==> src/rtl/asp_pkg.sv <==
package asp_pkg;
  localparam int WORD_W = 20;

  // effective word length; the 16-slot rate cannot carry more than 16 bits
  function automatic logic [4:0] wlen_bits(input logic [1:0] sel, input logic fast);
    logic [4:0] r;
    if (!fast) r = 5'd16;
    else begin
      case (sel)
        2'd0:    r = 5'd16;
        2'd1:    r = 5'd18;
        default: r = 5'd20;
      endcase
    end
    return r;
  endfunction
endpackage

==> src/rtl/asp_sync.sv <==
module asp_sync #(
  parameter int N = 3
) (
  input  logic         clk,
  input  logic         rst_n,
  input  logic [N-1:0] d,
  output logic [N-1:0] q
);
  logic [N-1:0] s1_q, s2_q;

  always_ff @(posedge clk or negedge rst_n) begin
    if (!rst_n) begin
      s1_q <= '0;
      s2_q <= '0;
    end else begin
      s1_q <= d;
      s2_q <= s1_q;
    end
  end

  assign q = s2_q;
endmodule

==> src/rtl/asp_rx.sv <==
module asp_rx import asp_pkg::*; #(
  parameter int W = WORD_W
) (
  input  logic         clk,
  input  logic         rst_n,
  input  logic         bck,
  input  logic         lrck,
  input  logic         sd,
  input  logic [4:0]   wlen,
  input  logic         ready,
  output logic         valid,
  output logic [W-1:0] left,
  output logic [W-1:0] right,
  output logic         frame
);
  logic         bck_p, lr_q, ch_q, got_q, valid_q, frame_q;
  logic [4:0]   cnt_q;
  logic [W-1:0] sh_q, ltmp_q, left_q, right_q;

  logic         rise, edge0, take, done, pair_done;
  logic [W-1:0] sh_n, aligned;

  always_comb begin
    rise      = bck && !bck_p;
    edge0     = (lrck != lr_q);
    take      = rise && (cnt_q < wlen);
    sh_n      = {sh_q[W-2:0], sd};
    done      = take && ((cnt_q + 5'd1) == wlen);
    aligned   = sh_n << (5'(W) - wlen);
    pair_done = done && ch_q && got_q;
  end

  always_ff @(posedge clk or negedge rst_n) begin
    if (!rst_n) begin
      bck_p   <= 1'b0;
      lr_q    <= 1'b0;
      ch_q    <= 1'b0;
      got_q   <= 1'b0;
      valid_q <= 1'b0;
      frame_q <= 1'b0;
      cnt_q   <= 5'd31;
      sh_q    <= '0;
      ltmp_q  <= '0;
      left_q  <= '0;
      right_q <= '0;
    end else begin
      bck_p   <= bck;
      frame_q <= 1'b0;
      if (rise) begin
        lr_q <= lrck;
        if (edge0) begin
          cnt_q <= 5'd0;
          ch_q  <= lrck;
        end else if (take) begin
          cnt_q <= cnt_q + 5'd1;
        end
      end
      if (take) sh_q <= sh_n;
      if (done && !ch_q) begin
        ltmp_q <= aligned;
        got_q  <= 1'b1;
      end
      if (done && ch_q) got_q <= 1'b0;
      if (pair_done) begin
        left_q  <= ltmp_q;
        right_q <= aligned;
        valid_q <= 1'b1;
        frame_q <= 1'b1;
      end else if (valid_q && ready) begin
        valid_q <= 1'b0;
      end
    end
  end

  assign valid = valid_q;
  assign left  = left_q;
  assign right = right_q;
  assign frame = frame_q;

  assert_frame_single_R8: assert property (@(posedge clk) disable iff (!rst_n)
    frame_q |=> !frame_q);
  assert_valid_needs_ready_R9: assert property (@(posedge clk) disable iff (!rst_n)
    $fell(valid_q) |-> $past(ready));
  assert_pair_held_R9: assert property (@(posedge clk) disable iff (!rst_n)
    (valid_q && !ready) |=> ($stable(left_q) && $stable(right_q)) || frame_q);
endmodule

==> src/rtl/asp_tx.sv <==
module asp_tx import asp_pkg::*; #(
  parameter int W     = WORD_W,
  parameter int LINES = 3
) (
  input  logic                 clk,
  input  logic                 rst_n,
  input  logic                 tick,
  input  logic                 fast,
  input  logic [4:0]           wlen,
  input  logic                 in_valid,
  output logic                 in_ready,
  input  logic [2*LINES*W-1:0] in_words,
  output logic                 load,
  output logic                 bck,
  output logic                 lrck,
  output logic [LINES-1:0]     sd
);
  localparam int NW = 2 * LINES;

  logic [2:0]       div_q;
  logic [5:0]       pos_q;
  logic             bck_q, lrck_q, load_q, full_q;
  logic [LINES-1:0] sd_q;
  logic [W-1:0]     hold_q [NW];
  logic [W-1:0]     shad_q [NW];

  logic [2:0]       half_m1;
  logic [5:0]       slot, last, pos_n, q_n, j_n;
  logic             ch_n, toggle, fall_now, new_frame, load_now;
  logic [LINES-1:0] sd_n;
  logic [W-1:0]     word;

  function automatic logic pick(input logic [W-1:0] w, input logic [5:0] j, input logic [4:0] n);
    logic r;
    r = 1'b0;
    for (int b = 0; b < W; b++)
      if ((6'(W - 1 - b) == j) && ({1'b0, n} > j)) r = w[b];
    return r;
  endfunction

  always_comb begin
    half_m1   = fast ? 3'd2 : 3'd5;
    slot      = fast ? 6'd32 : 6'd16;
    last      = fast ? 6'd63 : 6'd31;
    toggle    = tick && (div_q >= half_m1);
    fall_now  = toggle && bck_q;
    pos_n     = (pos_q >= last) ? 6'd0 : pos_q + 6'd1;
    q_n       = (pos_n == 6'd0) ? last : pos_n - 6'd1;
    ch_n      = (q_n >= slot);
    j_n       = ch_n ? q_n - slot : q_n;
    new_frame = (pos_n == 6'd1);
    load_now  = fall_now && new_frame && full_q;
    word      = '0;
    for (int k = 0; k < LINES; k++) begin
      if (new_frame) word = full_q ? hold_q[2*k] : '0;
      else           word = shad_q[2*k + int'(ch_n)];
      sd_n[k] = pick(word, j_n, wlen);
    end
  end

  always_ff @(posedge clk or negedge rst_n) begin
    if (!rst_n) begin
      div_q  <= '0;
      pos_q  <= '0;
      bck_q  <= 1'b0;
      lrck_q <= 1'b0;
      load_q <= 1'b0;
      full_q <= 1'b0;
      sd_q   <= '0;
      for (int i = 0; i < NW; i++) begin
        hold_q[i] <= '0;
        shad_q[i] <= '0;
      end
    end else begin
      load_q <= load_now;
      if (tick) div_q <= toggle ? 3'd0 : div_q + 3'd1;
      if (toggle) bck_q <= ~bck_q;
      if (fall_now) begin
        pos_q  <= pos_n;
        lrck_q <= (pos_n >= slot);
        sd_q   <= sd_n;
      end
      if (in_valid && !full_q) begin
        for (int i = 0; i < NW; i++) hold_q[i] <= in_words[i*W +: W];
        full_q <= 1'b1;
      end else if (load_now) begin
        full_q <= 1'b0;
      end
      if (fall_now && new_frame)
        for (int i = 0; i < NW; i++) shad_q[i] <= full_q ? hold_q[i] : '0;
    end
  end

  assign in_ready = !full_q;
  assign load     = load_q;
  assign bck      = bck_q;
  assign lrck     = lrck_q;
  assign sd       = sd_q;

  assert_lrck_on_fall_R2: assert property (@(posedge clk) disable iff (!rst_n)
    !$stable(lrck_q) |-> $fell(bck_q));
  assert_data_on_fall_R3: assert property (@(posedge clk) disable iff (!rst_n)
    !$stable(sd_q) |-> $fell(bck_q));
  assert_ready_drop_R4: assert property (@(posedge clk) disable iff (!rst_n)
    (in_valid && in_ready) |=> !in_ready);
  assert_load_in_left_R5: assert property (@(posedge clk) disable iff (!rst_n)
    load_q |-> !lrck_q);
endmodule

==> src/rtl/audio_serial_port.sv <==
module audio_serial_port import asp_pkg::*; #(
  parameter int W     = WORD_W,
  parameter int LINES = 3
) (
  input  logic                 clk,
  input  logic                 rst_n,
  input  logic                 mclk_en,
  input  logic                 mode_master,
  input  logic                 fast_bck,
  input  logic [1:0]           wlen_sel,
  input  logic                 p1_bck_i,
  input  logic                 p1_lrck_i,
  input  logic                 p1_sd,
  output logic                 p1_bck_o,
  output logic                 p1_lrck_o,
  output logic                 p1_clk_oe,
  input  logic                 p2_bck,
  input  logic                 p2_lrck,
  input  logic                 p2_sd,
  output logic [1:0]           rx_valid,
  input  logic [1:0]           rx_ready,
  output logic [1:0]           rx_frame,
  output logic [2*W-1:0]       rx_left,
  output logic [2*W-1:0]       rx_right,
  input  logic                 tx_valid,
  output logic                 tx_ready,
  input  logic [2*LINES*W-1:0] tx_words,
  output logic                 tx_load,
  output logic                 out_bck,
  output logic                 out_lrck,
  output logic [LINES-1:0]     out_sd
);
  localparam int PORTS = 2;

  logic [4:0] wlen;
  logic [2:0] raw [PORTS];
  logic [2:0] syn [PORTS];

  assign wlen = wlen_bits(wlen_sel, fast_bck);

  asp_tx #(.W(W), .LINES(LINES)) u_tx (
    .clk(clk), .rst_n(rst_n), .tick(mclk_en), .fast(fast_bck), .wlen(wlen),
    .in_valid(tx_valid), .in_ready(tx_ready), .in_words(tx_words),
    .load(tx_load), .bck(out_bck), .lrck(out_lrck), .sd(out_sd)
  );

  assign p1_bck_o  = out_bck;
  assign p1_lrck_o = out_lrck;
  assign p1_clk_oe = mode_master;

  assign raw[0] = {mode_master ? out_bck : p1_bck_i,
                   mode_master ? out_lrck : p1_lrck_i, p1_sd};
  assign raw[1] = {p2_bck, p2_lrck, p2_sd};

  for (genvar p = 0; p < PORTS; p++) begin : g_port
    asp_sync #(.N(3)) u_sync (.clk(clk), .rst_n(rst_n), .d(raw[p]), .q(syn[p]));
    asp_rx #(.W(W)) u_rx (
      .clk(clk), .rst_n(rst_n),
      .bck(syn[p][2]), .lrck(syn[p][1]), .sd(syn[p][0]),
      .wlen(wlen), .ready(rx_ready[p]), .valid(rx_valid[p]),
      .left(rx_left[p*W +: W]), .right(rx_right[p*W +: W]), .frame(rx_frame[p])
    );
  end
endmodule

==> config.mk <==
export PLATFORM = sky130hd
export DESIGN_NAME = audio_serial_port
export DESIGN_NICKNAME = d
export VERILOG_FILES = /design/src/rtl/asp_pkg.sv /design/src/rtl/asp_sync.sv /design/src/rtl/asp_rx.sv /design/src/rtl/asp_tx.sv /design/src/rtl/audio_serial_port.sv
export SDC_FILE = /design/constraint.sdc
export NUM_CORES = 1
export LEC_CHECK = 0
export ABC_AREA = 0
export ABC_CLOCK_PERIOD_IN_PS = 20400
export BUFFER_PORTS_ARGS = -buffer_cell sky130_fd_sc_hd__buf_2
export CAP_MARGIN = 5
export CELL_PAD_IN_SITES_DETAIL_PLACEMENT = 1
export CELL_PAD_IN_SITES_GLOBAL_PLACEMENT = 1
export CORE_UTILIZATION = 40
export DETAILED_ROUTE_END_ITERATION = 6
export PLACE_DENSITY_LB_ADDON = 0.1
export SYNTH_ARGS = -nofsm -noshare
export SYNTH_HDL_FRONTEND = slang
export SYNTH_HIERARCHICAL = 1
export SYNTH_SLANG_ARGS = --single-unit
==> constraint.sdc <==
create_clock -name clk -period 20.4 [get_ports clk]
set_clock_uncertainty 0.15 [all_clocks]
set_input_delay 1.02 -clock clk [delete_from_list [all_inputs] [get_ports clk]]
set_output_delay 1.02 -clock clk [all_outputs]
set_load 0.02 [all_outputs]
==> results.ini, run 1 <==
[placement]
hpwl_mm=44.0
port_buffers=229
place_congestion=0.884

[sta]
max-slew-margin-rel_pct=22.0
timing.setup.tns_ns=0
min_period_over_period_pct=41.0
maxSlewViolCount=0
clock.fmax_ghz=0.119
fin_crit_ns=8.37
whs_ns=0.200
hold_violations=0
setup_viol_count_final=0
worstMarginPinSlew_ns=1.17
rsz0062_at_grt=no

[power_and_ir_drop]
ir_drop_uv=80.1
fin_total_pwr_w=0.00380
p_per_area_nw_per_um2=146
p_leak_nw=12.5

[clock_tree]
post_cts_buffers=0
cts-htree-levels=2
cts_sinks=448
clockBufferDepth=3
cts_resized=0
cts-root-buf=clkbuf_16
holdBufCountCts=0
cts.clk_slew.worst_paths_ns=0.06
clk_latency_ns=0.60
numCtsBuffers=51
cts_tree=done

[yosys]
ys.flop_type=dfrtp_1
syn_inst=2205
synth_area_sq_um=22500
yosys-top-cells-area=dfrtp_1, mux2_2, nand2_1
synth_top_cell_by_area=dfrtp_1
ys_seq_elements=448
netlist-cell-type-count=84
synth_warnings=6
yosysSeqAreaShare_pct=50.0
syn_area_per_cell_sq_um=10.2
synth_edf_count=0
ys_async_sr_fraction_pct=100
synth_top_cell_area_share_pct=48.8

[hold_path]
hold_class=reg2reg

[setup_path]
max_stage_delay_ns=0.64
worst-r2r-setup-slack_ns=12.30
cp-start-kind=primary input
required_ns=20.71
timing_worst_setup_path_type=in2reg
critPathMaxFanout=59
cp.arrival_ns=8.68
worst_setup_path_end_kind=flop
slowest_stage=a211oi_1

[routing]
drt-vias-per-instance=5.40
drt_wl_total_mm=62.9
wire_per_inst_um=19.9
drc=0
dr.pass1.iters=5
drt_iter0_drc=776
vias=17112
final_antenna_net_count=0

[finish]
layout_commonest_cell=nand2_1
layout-area-overhead-vs-synth_pct=16.1
final_cell_mix=nand2_1, dfrtp_1, buf_2, mux2_2, o21ai_0
fin_util_pct=47.1
layout-drive-gt1-share_pct=24.1
final_nets=2547

[grt]
overflow=0
grt_pass1_wl_mm=102
grt_start_max_net_pins=153
grt_pass1_vias=18301
grt_antenna_before_repair=2
grt_use_total_pct=22.5

[outcome]
outcome=completed

[die]
placementRows=86
die-area_sq_um=57100
die_y_um=239
dieWidth_um=239
core_sq_um=55300
initial_core_util_pct=40.6
pin_count=230

[flow_run]
drv_cap=0

synthesized netlist by cell type (15+ instances only):
cell type / n
mux2_1: 84
mux2i_1: 26
nand2_1: 521
mux2_2: 181
clkbuf_1: 104
nand3_1: 42
inv_1: 39
a31oi_1: 67
buf_2: 29
mux4_2: 18
ha_1: 35
a21oi_1: 65
o211ai_1: 15
and2_1: 16
nor2_1: 56
dfrtp_1: 438
o21ai_0: 174
nor3_1: 24
state kept, by name, indices dropped and copies added, names as in the netlist, 3 cells and up:
signal	count
g_port.u_rx/left	40
g_port.u_rx/cnt_q	10
u_tx/sd	3
g_port.u_sync/q	6
g_port.u_rx/ltmp_q	40
u_tx/pos_q	6
g_port.u_rx/sh_q	38
u_tx/div_q	3
g_port.u_sync/s1_q	6
g_port.u_rx/right	40
u_tx/shad_q	120
u_tx/hold_q	120
stage by stage:
stage                     instances  area (sq um)  setup slack (ns)
after floorplan                2226         22500             13.27
after global placement         3070         24200             11.67
after detailed placement       3070         24200             11.55
after CTS                      3166         26100             12.15
after global routing           3168         26100             11.45
final                          3168         26100             12.03
where the power goes:
group	total, W	switching (W)	internal, W
logic	0.00144	0.000924	0.000516
registers	0.00135	0.000200	0.00115
clock network	0.00101	0.000380	0.000632
area by class of cell:
class	count	area (sq um)
fill	6226	29200
clock inverter	26	384
multi-input combinational	1583	10500
sequential	448	11200
timing repair buffer	252	1340
antenna	2	5.00
clock buffer	70	1510
tap	748	936
inverter	39	146
final timing paths:
path | from | to | cells past startpoint
max | fast_bck | u_tx/sd[0] | 29
min | g_port[0].u_sync/s1_q[0] | g_port[0].u_sync/q[0] | 0
max reg2reg | u_tx/pos_q[5] | u_tx/sd[0] | 27
min reg2reg | g_port[0].u_sync/s1_q[0] | g_port[0].u_sync/q[0] | 0
max in group asynchronous | rst_n | u_tx/hold_q[33] | 3
min in group asynchronous | rst_n | g_port[1].u_rx/left[0] | 1
routing by layer:
metal | up-vias | part of all wire (%) | GRT usage, % | wire [um]
met5 | - | 0 | 0 | 0
met4 | 0 | 2.7 | 7.67 | 1720
met3 | 97 | 3.0 | 2.92 | 1880
met2 | 248 | 51 | 39.0 | 31900
met1 | 8670 | 44 | 28.8 | 27400
li1 | 8097 | - | - | -
cells by family (layout without fill, tap and decap cells):
family          count (synthesis)  in the layout  share of synthesized area [%]
flops                         448            448                           50.0
xor+xnor                       29             29                           1.25
compound gates                452            452                           12.7
simple gates                  734            734                           14.0
mux                           309            309                           16.3
buf+inv                       195            387                           3.74
other cells                     2             25                         0.0334
fa+ha+maj                      36             36                           2.04
critical path: cells and delay by family:
kind	cells	cell delay (ns)
AO/OA/AOI/OAI	10	2.97
multiplexers	2	0.20
adder cells (fa/ha/maj)	4	1.19
buffers and inverters	4	1.22
AND/OR/NAND/NOR	9	2.05
Note: power is estimated with default switching activity, not from simulation.
==> run 2, diff against run 1 <==
--- a/config.mk
+++ b/config.mk
@@ -6,7 +6,7 @@
 export NUM_CORES = 1
 export LEC_CHECK = 0
 export ABC_AREA = 0
-export ABC_CLOCK_PERIOD_IN_PS = 20400
+export ABC_CLOCK_PERIOD_IN_PS = 7000
 export BUFFER_PORTS_ARGS = -buffer_cell sky130_fd_sc_hd__buf_2
 export CAP_MARGIN = 5
 export CELL_PAD_IN_SITES_DETAIL_PLACEMENT = 1
==> constraint.sdc (replaced) <==
create_clock -name clk -period 7 [get_ports clk]
set_clock_uncertainty 0.15 [all_clocks]
set_input_delay 0.35 -clock clk [delete_from_list [all_inputs] [get_ports clk]]
set_output_delay 0.35 -clock clk [all_outputs]
set_load 0.02 [all_outputs]
==> results.ini, run 2 (synthesized netlist as in run 1, its figures left out) <==
[outcome]
outcome=completed

[die]
die-area_sq_um=57100
placementRows=86
pin_count=230
initial_core_util_pct=40.6
core_sq_um=55300
dieWidth_um=239
die_y_um=239

[grt]
grt_pass1_wl_mm=106
grt_start_max_net_pins=161
grt_antenna_before_repair=4
grt_pass1_vias=19123
overflow=0
grt_use_total_pct=23.4

[hold_path]
hold_class=reg2reg
hold_depth=0
hold_end=g_port[1].u_sync/q[0]
min-delay-start=g_port[1].u_sync/s1_q[0]

[flow_run]
drv_cap=0

[sta]
hold_violations=0
rsz0062_at_grt=no
max-slew-margin-rel_pct=27.9
worstMarginPinSlew_ns=1.08
timing.setup.tns_ns=0
clock.fmax_ghz=0.154
whs_ns=0.200
setup_viol_count_final=0
fin_ws_ns=0.501
fin_crit_ns=6.50
min_period_over_period_pct=92.8
maxSlewViolCount=0

[routing]
drc=0
dr.pass1.iters=5
wire_per_inst_um=19.9
final_antenna_net_count=0
drt_iter0_drc=697
drt-vias-per-instance=5.37
vias=17760
drt_wl_total_mm=65.8

[clock_tree]
clockBufferDepth=3
cts_tree=done
clk_latency_ns=0.59
post_cts_buffers=0
cts.clk_slew.worst_paths_ns=0.06
cts_sinks=448
numCtsBuffers=50
cts-htree-levels=2
cts-root-buf=clkbuf_16

[finish]
layout-area-overhead-vs-synth_pct=21.1
layout_commonest_cell=nand2_1
nFillCells=6132
multiInputGateArea_sq_um=10500
final_nets=2688
fin_util_pct=49.2
top_regs=u_tx/hold_q: 120 flops, u_tx/shad_q: 120 flops
final_cell_mix=nand2_1, dfrtp_1, buf_2, mux2_2, o21ai_0
layout-drive-gt1-share_pct=22.5
regArea_sq_um=11200

[setup_path]
cp-start-kind=flop
worst_setup_path_end_kind=flop
critPathMaxFanout=11
r2r-start=u_tx/pos_q[5]
worst-r2r-setup-slack_ns=0.50
required_ns=7.37
r2r_cells=26
cp.arrival_ns=6.86
worstReg2RegEnd=u_tx/sd[1]
timing_worst_setup_path_type=reg2reg

[placement]
hpwl_mm=44.2
pre_cts_ws_ns=0.302
place_congestion=0.859
port_buffers=229

[power_and_ir_drop]
p_per_area_nw_per_um2=399
p_leak_nw=13.0
ir_drop_uv=284

==> run 2: cell count changes in the layout (fill, tap and decap cells not counted), sizes merged, moves of 2 or more <==
cell         delta
dlygate4sd3   +133
buf             +9
clkbuf          +9
clkinv          -8
bufinv          -7
diode           +2
==> run 2: layout make-up <==
cell class                      instances  area share [%]
Sequential cell                       448            41.3
Inverter                               39           0.538
Antenna cell                            4          0.0368
Tap cell                              748            3.44
Clock buffer                           79            5.41
Timing Repair Buffer                  394            10.2
Multi-Input combinational cell       1583            38.7
Clock inverter                         11           0.446
==> run 2: power by group <==
part / leakage [nW] / internal [W] / switching (W)
Combinational: 6.40 / 0.00162 / 0.00268
Sequential: 5.81 / 0.00336 / 0.000627
Clock: 0.773 / 0.00151 / 0.00106
==> run 2: worst max-delay path by stage <==
| stage | startpoint | end | slack, ns | cells past startpoint |
|---|---|---|---|---|
| global route | u_tx/pos_q[5] | u_tx/sd[1] | 0.03 | 26 |
| CTS | u_tx/pos_q[5] | u_tx/sd[1] | 0.34 | 25 |
| floorplan | fast_bck | u_tx/sd[1] | 0.54 | 32 |
| global placement | fast_bck | u_tx/sd[1] | 0.44 | 27 |
| detailed placement | fast_bck | u_tx/sd[1] | 0.30 | 27 |
| finish | u_tx/pos_q[5] | u_tx/sd[1] | 0.50 | 26 |
==> run 2: metrics by stage <==
| stage | std cells | power, W | area (sq um) |
|---|---|---|---|
| finish | 3306 | 0.0109 | 27200 |
| global route | 3306 | 0.0116 | 27200 |
| floorplan | 2226 | 0.00674 | 22500 |
| global placement | 3079 | 0.00818 | 24300 |
| CTS | 3302 | 0.0110 | 27200 |
| detailed placement | 3079 | 0.00829 | 24300 |
==> run 2: worst max-delay path, stage by stage (launching register included) <==
cell	delay [ns]
dfrtp_1	0.51
ha_2	0.39
nand3_1	0.11
o21a_2	0.31
nand2b_1	0.22
ha_1	0.24
nand4b_1	0.12
mux2i_1	0.08
o2bb2ai_1	0.14
a211oi_1	0.43
and2_1	0.26
ha_1	0.16
nand3_1	0.12
nor3_1	0.44
a41oi_4	0.16
nand2_1	0.09
nand2_1	0.05
ha_1	0.29
mux2i_1	0.19
a21o_1	0.14
a311oi_2	0.05
buf_4	0.21
nand2_1	0.27
nor2_1	0.19
or3_1	0.40
or4_1	0.53
o21ai_1	0.16
==> run 2: routing by layer <==
layer / up-vias / GRT usage, % / wire [um]
met3: 93 / 2.85 / 1950
met2: 271 / 41.1 / 34000
met5: - / 0 / 17
met1: 9035 / 29.9 / 28300
met4: 2 / 6.99 / 1560
li1: 8359 / - / -
==> run 2: repair_timing <==
action,4_1_cts,5_1_grt
endpoints found under the setup margin,0,3
hold buffers,133,0
hold endpoints to repair,209,0
resized for setup,0,4
